===== src/rtl/tw_pkg.sv =====
package tw_pkg;
  typedef enum logic [2:0] {
    PH_IDLE,
    PH_SEL,
    PH_AHI,
    PH_ALO,
    PH_WDAT,
    PH_RDAT,
    PH_SKIP
  } tw_phase_e;

  localparam logic [3:0] TYPE_MAIN = 4'b1010;
  localparam logic [3:0] TYPE_ID   = 4'b1011;
endpackage


===== src/rtl/tw_line_sync.sv =====
module tw_line_sync #(
  parameter int STAGES = 2
) (
  input  logic clk,
  input  logic rst_n,
  input  logic d_i,
  output logic q_o,
  output logic q_prev_o
);
  logic [STAGES-1:0] chain_q;
  logic              prev_q;

  genvar gi;
  generate
    for (gi = 0; gi < STAGES; gi++) begin : g_stage
      if (gi == 0) begin : g_first
        always_ff @(posedge clk or negedge rst_n) begin
          if (!rst_n) chain_q[0] <= 1'b1;
          else        chain_q[0] <= d_i;
        end
      end else begin : g_next
        always_ff @(posedge clk or negedge rst_n) begin
          if (!rst_n) chain_q[gi] <= 1'b1;
          else        chain_q[gi] <= chain_q[gi-1];
        end
      end
    end
  endgenerate

  always_ff @(posedge clk or negedge rst_n) begin
    if (!rst_n) prev_q <= 1'b1;
    else        prev_q <= chain_q[STAGES-1];
  end

  assign q_o      = chain_q[STAGES-1];
  assign q_prev_o = prev_q;
endmodule


===== src/rtl/tw_cond_detect.sv =====
module tw_cond_detect (
  input  logic scl_s,
  input  logic scl_p,
  input  logic sda_s,
  input  logic sda_p,
  output logic start_o,
  output logic stop_o,
  output logic rise_o,
  output logic fall_o
);
  always_comb begin
    start_o = scl_s & scl_p & sda_p & ~sda_s;
    stop_o  = scl_s & scl_p & ~sda_p & sda_s;
    rise_o  = scl_s & ~scl_p;
    fall_o  = ~scl_s & scl_p;
  end
endmodule


===== src/rtl/tw_addr_ctr.sv =====
module tw_addr_ctr #(
  parameter int ADDR_W = 14,
  parameter int PAGE_W = 6
) (
  input  logic              clk,
  input  logic              rst_n,
  input  logic              load_i,
  input  logic [ADDR_W-1:0] load_val_i,
  input  logic              step_i,
  input  logic              wrap_page_i,
  output logic [ADDR_W-1:0] addr_o
);
  logic [ADDR_W-1:0] addr_q, addr_n;
  logic [PAGE_W-1:0] low_inc;

  always_comb begin
    low_inc = addr_q[PAGE_W-1:0] + 1'b1;
    addr_n  = addr_q;
    if (load_i) begin
      addr_n = load_val_i;
    end else if (step_i) begin
      if (wrap_page_i) addr_n = {addr_q[ADDR_W-1:PAGE_W], low_inc};
      else             addr_n = addr_q + 1'b1;
    end
  end

  always_ff @(posedge clk or negedge rst_n) begin
    if (!rst_n) addr_q <= '0;
    else        addr_q <= addr_n;
  end

  assign addr_o = addr_q;
endmodule


===== src/rtl/tw_seq.sv =====
module tw_seq
  import tw_pkg::*;
#(
  parameter int ADDR_W = 14
) (
  input  logic              clk,
  input  logic              rst_n,
  input  logic              start_i,
  input  logic              stop_i,
  input  logic              rise_i,
  input  logic              fall_i,
  input  logic              sda_s_i,
  input  logic [2:0]        strap_i,
  input  logic              busy_i,
  input  logic [7:0]        rdata_i,
  output logic              sda_oe_o,
  output logic              id_o,
  output logic              we_o,
  output logic [7:0]        wdata_o,
  output logic              commit_o,
  output logic              load_o,
  output logic [ADDR_W-1:0] load_val_o,
  output logic              step_o,
  output logic              wrap_page_o
);
  localparam int HI_W = ADDR_W - 8;

  tw_phase_e       phase_q, phase_n;
  logic [3:0]      cnt_q, cnt_n;
  logic [7:0]      rx_q, rx_n;
  logic [7:0]      tx_q, tx_n;
  logic [HI_W-1:0] hi_q, hi_n;
  logic            oe_q, oe_n;
  logic            id_q, id_n;
  logic            mack_q, mack_n;
  logic            dirty_q, dirty_n;
  logic            commit_q, commit_n;
  logic            sel_hit;
  logic            ack_fall, end_fall;

  always_comb begin
    sel_hit = ((rx_q[7:4] == TYPE_MAIN) || (rx_q[7:4] == TYPE_ID)) &&
              (rx_q[3:1] == strap_i) && !busy_i;
    ack_fall = fall_i && (cnt_q == 4'd8);
    end_fall = fall_i && (cnt_q == 4'd9);
  end

  always_comb begin
    phase_n  = phase_q;
    cnt_n    = cnt_q;
    rx_n     = rx_q;
    tx_n     = tx_q;
    hi_n     = hi_q;
    oe_n     = oe_q;
    id_n     = id_q;
    mack_n   = mack_q;
    dirty_n  = dirty_q;
    commit_n = 1'b0;
    load_o   = 1'b0;
    step_o   = 1'b0;
    we_o     = 1'b0;
    if (start_i) begin
      phase_n = PH_SEL;
      cnt_n   = 4'd0;
      oe_n    = 1'b0;
      dirty_n = 1'b0;
    end else if (stop_i) begin
      phase_n  = PH_IDLE;
      cnt_n    = 4'd0;
      oe_n     = 1'b0;
      commit_n = dirty_q;
      dirty_n  = 1'b0;
    end else if (rise_i) begin
      if (cnt_q != 4'd9) cnt_n = cnt_q + 4'd1;
      if (cnt_q < 4'd8)  rx_n  = {rx_q[6:0], sda_s_i};
      if (cnt_q == 4'd8) mack_n = ~sda_s_i;
    end else if (ack_fall) begin
      unique case (phase_q)
        PH_SEL: begin
          if (sel_hit) begin
            oe_n = 1'b1;
            id_n = (rx_q[7:4] == TYPE_ID);
          end else begin
            phase_n = PH_SKIP;
            oe_n    = 1'b0;
          end
        end
        PH_AHI: begin
          hi_n = rx_q[HI_W-1:0];
          oe_n = 1'b1;
        end
        PH_ALO: begin
          load_o = 1'b1;
          oe_n   = 1'b1;
        end
        PH_WDAT: begin
          we_o    = 1'b1;
          step_o  = 1'b1;
          dirty_n = 1'b1;
          oe_n    = 1'b1;
        end
        default: oe_n = 1'b0;
      endcase
    end else if (end_fall) begin
      cnt_n = 4'd0;
      oe_n  = 1'b0;
      unique case (phase_q)
        PH_SEL: begin
          if (rx_q[0]) begin
            phase_n = PH_RDAT;
            oe_n    = ~rdata_i[7];
            tx_n    = {rdata_i[6:0], 1'b0};
            step_o  = 1'b1;
          end else begin
            phase_n = PH_AHI;
          end
        end
        PH_AHI: phase_n = PH_ALO;
        PH_ALO: phase_n = PH_WDAT;
        PH_RDAT: begin
          if (mack_q) begin
            oe_n   = ~rdata_i[7];
            tx_n   = {rdata_i[6:0], 1'b0};
            step_o = 1'b1;
          end else begin
            phase_n = PH_SKIP;
          end
        end
        default: phase_n = phase_q;
      endcase
    end else if (fall_i && (phase_q == PH_RDAT) && (cnt_q != 4'd0)) begin
      oe_n = ~tx_q[7];
      tx_n = {tx_q[6:0], 1'b0};
    end
  end

  always_ff @(posedge clk or negedge rst_n) begin
    if (!rst_n) begin
      phase_q  <= PH_IDLE;
      cnt_q    <= 4'd0;
      rx_q     <= 8'd0;
      tx_q     <= 8'd0;
      hi_q     <= '0;
      oe_q     <= 1'b0;
      id_q     <= 1'b0;
      mack_q   <= 1'b0;
      dirty_q  <= 1'b0;
      commit_q <= 1'b0;
    end else begin
      phase_q  <= phase_n;
      cnt_q    <= cnt_n;
      rx_q     <= rx_n;
      tx_q     <= tx_n;
      hi_q     <= hi_n;
      oe_q     <= oe_n;
      id_q     <= id_n;
      mack_q   <= mack_n;
      dirty_q  <= dirty_n;
      commit_q <= commit_n;
    end
  end

  assign sda_oe_o    = oe_q;
  assign id_o        = id_q;
  assign wdata_o     = rx_q;
  assign commit_o    = commit_q;
  assign load_val_o  = {hi_q, rx_q};
  assign wrap_page_o = id_q | (phase_q == PH_WDAT);
endmodule


===== src/rtl/tw_mem_slave.sv =====
module tw_mem_slave #(
  parameter int ADDR_W      = 14,
  parameter int PAGE_W      = 6,
  parameter int SYNC_STAGES = 2
) (
  input  logic              clk,
  input  logic              rst_n,
  input  logic              scl_i,
  input  logic              sda_i,
  output logic              sda_oe_o,
  input  logic [2:0]        strap_i,
  input  logic              busy_i,
  output logic [ADDR_W-1:0] mem_addr_o,
  output logic              mem_id_o,
  input  logic [7:0]        mem_rdata_i,
  output logic              mem_we_o,
  output logic [7:0]        mem_wdata_o,
  output logic              commit_o
);
  logic [1:0]        rst_sync_q;
  logic              rst_int_n;
  logic              scl_s, scl_p, sda_s, sda_p;
  logic              start, stop, rise, fall;
  logic              ctr_load, ctr_step, ctr_wrap;
  logic [ADDR_W-1:0] ctr_val;

  always_ff @(posedge clk or negedge rst_n) begin
    if (!rst_n) rst_sync_q <= 2'b00;
    else        rst_sync_q <= {rst_sync_q[0], 1'b1};
  end
  assign rst_int_n = rst_sync_q[1];

  tw_line_sync #(.STAGES(SYNC_STAGES)) i_scl_sync (
    .clk(clk), .rst_n(rst_int_n), .d_i(scl_i), .q_o(scl_s), .q_prev_o(scl_p)
  );
  tw_line_sync #(.STAGES(SYNC_STAGES)) i_sda_sync (
    .clk(clk), .rst_n(rst_int_n), .d_i(sda_i), .q_o(sda_s), .q_prev_o(sda_p)
  );

  tw_cond_detect i_cond (
    .scl_s(scl_s), .scl_p(scl_p), .sda_s(sda_s), .sda_p(sda_p),
    .start_o(start), .stop_o(stop), .rise_o(rise), .fall_o(fall)
  );

  tw_seq #(.ADDR_W(ADDR_W)) i_seq (
    .clk(clk), .rst_n(rst_int_n),
    .start_i(start), .stop_i(stop), .rise_i(rise), .fall_i(fall),
    .sda_s_i(sda_s), .strap_i(strap_i), .busy_i(busy_i), .rdata_i(mem_rdata_i),
    .sda_oe_o(sda_oe_o), .id_o(mem_id_o), .we_o(mem_we_o), .wdata_o(mem_wdata_o),
    .commit_o(commit_o), .load_o(ctr_load), .load_val_o(ctr_val),
    .step_o(ctr_step), .wrap_page_o(ctr_wrap)
  );

  tw_addr_ctr #(.ADDR_W(ADDR_W), .PAGE_W(PAGE_W)) i_ctr (
    .clk(clk), .rst_n(rst_int_n), .load_i(ctr_load), .load_val_i(ctr_val),
    .step_i(ctr_step), .wrap_page_i(ctr_wrap), .addr_o(mem_addr_o)
  );
endmodule


===== config.mk =====
export PLATFORM = sky130hd
export DESIGN_NAME = tw_mem_slave
export DESIGN_NICKNAME = d
export VERILOG_FILES = /design/src/rtl/tw_pkg.sv /design/src/rtl/tw_line_sync.sv /design/src/rtl/tw_cond_detect.sv /design/src/rtl/tw_addr_ctr.sv /design/src/rtl/tw_seq.sv /design/src/rtl/tw_mem_slave.sv
export SDC_FILE = /design/constraint.sdc
export NUM_CORES = 1
export LEC_CHECK = 0
export BUFFER_PORTS_ARGS = -buffer_cell sky130_fd_sc_hd__buf_4
export CORE_ASPECT_RATIO = 0.9
export CORE_MARGIN = 1
export CORE_UTILIZATION = 41
export CTS_CLUSTER_DIAMETER = 120
export DETAILED_ROUTE_END_ITERATION = 10
export MAX_ROUTING_LAYER = met4
export PLACE_DENSITY = 0.6
export SLEW_MARGIN = 0
export SYNTH_ARGS = -nofsm -noshare
export SYNTH_HDL_FRONTEND = slang
export SYNTH_SLANG_ARGS = --single-unit

===== constraint.sdc =====
create_clock -name clk -period 2 [get_ports clk]
set_input_delay 0.1 -clock clk [delete_from_list [all_inputs] [get_ports clk]]
set_output_delay 0.1 -clock clk [all_outputs]
set_load 0.05 [all_outputs]

==> metrics, run 1 <==
status=finished clean; GRT Util Overall=0.188; Pleak=1.72 nW; CTS tree=done; core area=7000 um^2; Synth cell types=57; post-DP HPWL=4900 um; endpoints failing setup=0; Yosys reg bits=55; Final ANT Viol Nets=0; CP Data Arrival Time=1810 ps; RR Endpoint=i_seq.phase_q[2]; diode count=0; WP data required=1900 ps; R2R cell count=4; fill count=630; syn_nets=289; clk sink count=55; max-slew violation count=0; total number of vias=2,241; Final Routed Wirelength=6550 um; cts bufs inserted=5; synthesized instance count=269; first-pass GRT wire length=10,600 um; Worst-path clk slew=90 ps; EDFF count, synth=0; floorplan row count=29; warnings from Yosys=0; Max Fclk=523 MHz; die area=7570 um^2; die width=91.6 um; Max IR drop VDD=0.692 mV; crit path kind=register to output port; Startpoint Class=register; critical path endpoint category=output port; WL/cell=15.2 um; Initial Util=0.423; sequential fraction of the synthesis area=0.467; grt total ovfl=0; pin count of the biggest net entering global routing=36; max-cap viol count=0; Syn Area/Cell=11.0 um^2; number of global-route vias before repair=2,132; CP Max Fanout=5; io pins=42; R2R Setup Slk=120 ps; Max Root-Sink Buffers=2; Initial DRC Count=230; routability cong.=0.876; Min Hold Slack=104 ps; crit path time final=1910 ps; Buffers on Ports=41; fin util=0.532; worst r2r src=i_sda_sync.q_prev_o; async set-or-reset flop fraction in the synthesized netlist=1.00; Hold Path Class=input port to async pin; # DRC=0; layout cells sized above 1=0.401; area of the mapped netlist=2960 um^2; Clk Latency, worst-skew pair=300 ps; Fin. Hold Viols=0; drt first pass iters=4; Layout area overhead=25.8%; initial antenna violation count=0; die height=82.6 um; Power Dens Cells=901 nW/um^2; fin crit share=0.955; Final nets=358; post-route clock skew=8.55 ps; final std cells w/o fill=432; Top FF cell, synth=dfrtp_1; CTS root buffer=clkbuf_8; Inst Count DP=420; DR vias/cell=5.19; # H-tree levels=2
## worst max path at each step
stage                                 end        startpoint  slack [ps]
final                            mem_we_o  i_seq.phase_q[0]          90
after global routing        i_seq.tx_q[3]  i_seq.phase_q[2]         -20
after CTS                        mem_we_o  i_seq.phase_q[0]           6
after detailed placement    i_seq.tx_q[3]    i_seq.cnt_q[1]         -10
after global placement      i_seq.tx_q[6]    i_seq.cnt_q[0]          40
after floorplan           i_ctr.addr_o[3]  i_seq.phase_q[0]         -40
## what timing repair did
item	4_1_cts	5_1_grt
setup buffers	1	0
hold buffers	3	0
gates resized for setup	1	10
setup endpoints to repair	8	21
pin swaps	1	2
hold endpoints to repair	4	0
## critical path, stage by stage (launching register included)
cell and delay [ps]:
dfrtp_1 430, buf_4 170, or3b_4 410, nor3_4 190, buf_4 160, buf_6 150
## cell usage in the layout, fill, tap and decap left out, types with 4 or more instances in the layout
cell	Yosys	final
buf_4	10	74
dfrtp_1	49	48
mux2_2	22	22
nand2_1	21	21
nor2_1	16	16
o21ai_0	18	16
xnor2_1	12	12
nand3_1	9	9
inv_1	7	7
xor2_1	7	7
mux2_4	7	7
nor3_1	7	7
dfstp_2	6	6
a21oi_1	5	5
clkbuf_8	0	5
nor2b_1	5	4
mux2i_1	4	4
nor4_2	0	4
## per-layer routing
layer | vias to the layer above | share of wire | global-route usage
li1 | 1083 | - | -
met1 | 1089 | 0.49 | 0.260
met2 | 62 | 0.45 | 0.287
met3 | 7 | 0.049 | 0.0293
met4 | 0 | 0.0096 | 0.0524
met5 | - | 0 | -
## per-stage QoR
| stage | TNS [ps] | area (um^2) | setup WS [ps] | total power [mW] |
|---|---|---|---|---|
| 2_1_floorplan | -94.8 | 2980 | -38.8 | 2.27 |
| 3_3_place_gp | 0 | 3550 | 41.3 | 2.63 |
| 3_5_place_dp | -40.8 | 3550 | -10.2 | 2.65 |
| 4_1_cts | 0 | 3690 | 6.44 | 3.38 |
| 5_1_grt | -124 | 3730 | -22.8 | 3.54 |
| 6_report | 0 | 3730 | 89.4 | 3.36 |
## logic make-up after synthesis
| family | synth area share |
|---|---|
| xor+xnor | 0.0562 |
| flops | 0.467 |
| other cells | 0.00127 |
| compound gates | 0.0811 |
| buf+inv | 0.0498 |
| simple gates | 0.184 |
| mux | 0.144 |
| fa+ha+maj | 0.0169 |
## report_power, final
| group | internal, mW | switching (mW) |
|---|---|---|
| logic | 0.567 | 0.678 |
| clock network | 0.375 | 0.348 |
| registers | 1.26 | 0.128 |
| total | 2.21 | 1.15 |
## cells in the mapped netlist (all sizes together), types with 2 or more instances
cell type,instances,area share
inv,7,0.0089
and3,3,0.0063
nand4b,2,0.0080
or3b,2,0.0059
buf,16,0.040
nor3,8,0.017
nor4,5,0.011
dfstp,6,0.053
ha,4,0.017
nand3b,2,0.0051
nand2,22,0.030
nor2b,5,0.011
mux2i,4,0.014
and4b,2,0.0068
a21oi,5,0.0084
or2,2,0.0042
and4bb,2,0.0084
nand3,9,0.015
nand4,3,0.0063
xor2,7,0.021
nor3b,2,0.0051
nor2,16,0.020
o2111ai,3,0.0089
o21ai,19,0.032
nand2b,2,0.0042
dfrtp,49,0.41
xnor2,12,0.035
mux2,32,0.13
## sequential cells by signal, summed over array words and instances, names as in the netlist
name	flops
i_ctr.addr_o	14
i_scl_sync.chain_q	1
i_scl_sync.q_o	1
i_scl_sync.q_prev_o	1
i_sda_sync.chain_q	1
i_sda_sync.q_o	1
i_sda_sync.q_prev_o	1
i_seq.cnt_q	4
i_seq.commit_o	1
i_seq.dirty_q	1
i_seq.hi_q	6
i_seq.id_o	1
i_seq.mack_q	1
i_seq.phase_q	3
i_seq.sda_oe_o	1
i_seq.tx_q	7
i_seq.wdata_o	8
rst_sync_q	2
## area by class of cell
cell class                      instances  area (um^2)  share of cell area
Inverter                                7         26.3             0.00705
Multi-Input combinational cell        190         1480               0.396
Tap cell                               93          116              0.0312
Clock buffer                            7         76.3              0.0205
Clock inverter                          1         30.0             0.00806
Sequential cell                        55         1390               0.372
Timing Repair Buffer                   79          617               0.165
Note: power is estimated with default switching activity, not from simulation.
==> inputs of run 2 (changes only) <==
--- a/config.mk
+++ b/config.mk
@@ -11,6 +11,7 @@
 export CORE_UTILIZATION = 41
 export CTS_CLUSTER_DIAMETER = 120
 export DETAILED_ROUTE_END_ITERATION = 10
+export GPL_TIMING_DRIVEN = 0
 export MAX_ROUTING_LAYER = met4
 export PLACE_DENSITY = 0.6
 export SLEW_MARGIN = 0
==> metrics, run 2 (synthesis results as in run 1) <==
total number of vias=2,255 (was 2,241); critical path endpoint category=register (was output port); Hold Path Class=input port to async pin (unchanged); Inst Count DP=404 (was 420); CP Max Fanout=7 (was 5); DR vias/cell=5.20 (was 5.19); WP buf/inv=2 (was 3); Buffers on Ports=41 (unchanged); Worst-path clk slew=100 ps (was 90 ps); Pwr Total=3.32 mW (was 3.36 mW); max-cap viol count=0 (unchanged); fin crit share=1.01 (was 0.955); core area=7000 um^2 (unchanged); Final WS setup=-10.2 ps (was 89.4 ps); Max Fclk=497 MHz (was 523 MHz); Least-Margin Pin Slew=784 ps; Final ANT Viol Nets=0 (unchanged); commonest non-fill, non-tap cell in the layout=buf_4 (unchanged); fin util=0.545 (was 0.532); biggest cell delay along the critical path=550 ps (was 430 ps); Initial DRC Count=101 (was 230); endpoints failing setup=2 (was 0); Startpoint Class=register (unchanged); Max Root-Sink Buffers=2 (unchanged); CP top delay family=flip-flops (was simple AND/OR/NAND/NOR gates); die area=7570 um^2 (unchanged); Initial Util=0.423 (unchanged); Worst path slowest cell=dfstp_2 (was dfrtp_1); Fin. Hold Viols=0 (unchanged); Power Dens Cells=870 nW/um^2 (was 901 nW/um^2); final std cells w/o fill=434 (was 432); Max IR drop VDD=0.561 mV (was 0.692 mV); setup_tns=-13.5 ps (was 0 ps); Pleak=1.74 nW (was 1.72 nW); status=finished, violations left (was finished clean); GRT Util Overall=0.186 (was 0.188); floorplan row count=29 (unchanged); clk sink count=55 (unchanged); RSZ-0062 raised after global routing=true; first-pass GRT wire length=10,400 um (was 10,600 um); Clk Latency, worst-skew pair=310 ps (was 300 ps); slew margin rel.=0.475; # H-tree levels=2 (unchanged); CP Data Arrival Time=2210 ps (was 1810 ps); # DRC=0 (unchanged); CTS root buffer=clkbuf_8 (unchanged); die height=82.6 um (unchanged); max-slew violation count=0 (unchanged); pin count of the biggest net entering global routing=37 (was 36); initial antenna violation count=0 (unchanged); Largest register FFs=14 (unchanged); failing checks=setup timing; WP data required=2200 ps (was 1900 ps); CTS tree=done (unchanged); Final nets=360 (was 358); Post-Place Setup Slack=-260 ps (was -10.2 ps); Final Routed Wirelength=6700 um (was 6550 um); crit path time final=2010 ps (was 1910 ps); io pins=42 (unchanged); Worst path most repeated cell=buf_6 (was buf_4); WL/cell=15.4 um (was 15.2 um); post-route clock skew=7.33 ps (was 8.55 ps); drt first pass iters=4 (unchanged); layout cells sized above 1=0.449 (was 0.401); most frequent cells in the layout=buf_4 (72), dfrtp_1 (44), mux2_2 (22), nand2_1 (20), o21ai_0 (16) (was buf_4 (74), dfrtp_1 (48), mux2_2 (22), nand2_1 (21)); post-DP HPWL=4600 um (was 4900 um); Layout area overhead=28.7% (was 25.8%); cts bufs inserted=5 (unchanged); routability cong.=0.875 (was 0.876); crit path cell chain=buf_6, and4bb_1, buf_6, nand2_8, nor3_2, a311o_1, mux2_4 (was buf_4, or3b_4, nor3_4, buf_4, buf_6); die width=91.6 um (unchanged); diode count=0 (unchanged); number of global-route vias before repair=2,058 (was 2,132); crit path kind=register to register (was register to output port); grt total ovfl=0 (unchanged)
-- run 2: cell count changes in the layout (fill, tap and decap cells not counted), sizes merged --
cell and delta:
clkinvlp +1, buf +2, bufinv -1, clkinv +1, clkbuf -1
-- run 2: area by class of cell --
| type | count | area (um^2) |
|---|---|---|
| multi-input combinational | 190 | 1560 |
| buffer | 16 | 133 |
| sequential | 55 | 1390 |
| clock buffer | 6 | 72.6 |
| inverter | 7 | 26.3 |
| tap | 93 | 116 |
| timing repair buffer | 65 | 508 |
| clock inverter | 2 | 12.5 |
| fill | 628 | 3190 |
-- run 2: through the flow --
step / hold WS [ps] / area [um^2]
after floorplan: -196 / 2980
after global placement: -117 / 3400
after detailed placement: -117 / 3430
after CTS: 77.2 / 3680
after global routing: 86.1 / 3810
final: 88.4 / 3810
-- run 2: repair_timing --
item                                    CTS  global route
pin swaps                                 4             3
endpoints found under the hold margin     4             0
hold buffers                              3             0
endpoints found under the setup margin   31            28
setup buffers                            10            10
gates resized for setup                  16            17
-- run 2: power by group --
part / internal [mW] / switching (mW) / total, mW / leakage (nW)
Sequential: 1.27 / 0.187 / 1.45 / 0.700
Combinational: 0.600 / 0.650 / 1.25 / 1.00
Clock: 0.246 / 0.366 / 0.612 / 0.0412
-- run 2: worst register-to-register path, cell delays in order, from the launching register on --
cell and delay [ps]:
dfstp_2 550, buf_6 110, and4bb_1 210, buf_6 150, nand2_8 90, nor3_2 50
a311o_1 410, mux2_4 330
-- run 2: path summary, 6_finish.rpt --
path                       cells past startpoint          endpoint           start  slack (ps)
setup reg to reg                               7  i_seq.phase_q[2]  i_scl_sync.q_o         -10
setup / recovery                               7  i_seq.phase_q[2]  i_scl_sync.q_o         -10
hold reg to reg                                0  i_seq.phase_q[2]   rst_sync_q[1]         200
min in group clk                               3     i_seq.tx_q[4]  mem_rdata_i[3]         150
hold / removal                                 2     rst_sync_q[1]           rst_n          90
max in group asynchronous                      1     i_seq.tx_q[4]   rst_sync_q[1]        1260
-- run 2: per-layer routing --
metal / share of wire / up-vias / track usage
li1: - / 1096 / -
met1: 0.50 / 1109 / 0.260
met2: 0.45 / 41 / 0.273
met3: 0.039 / 9 / 0.0357
met4: 0.012 / 0 / 0.0619
met5: 0 / - / -
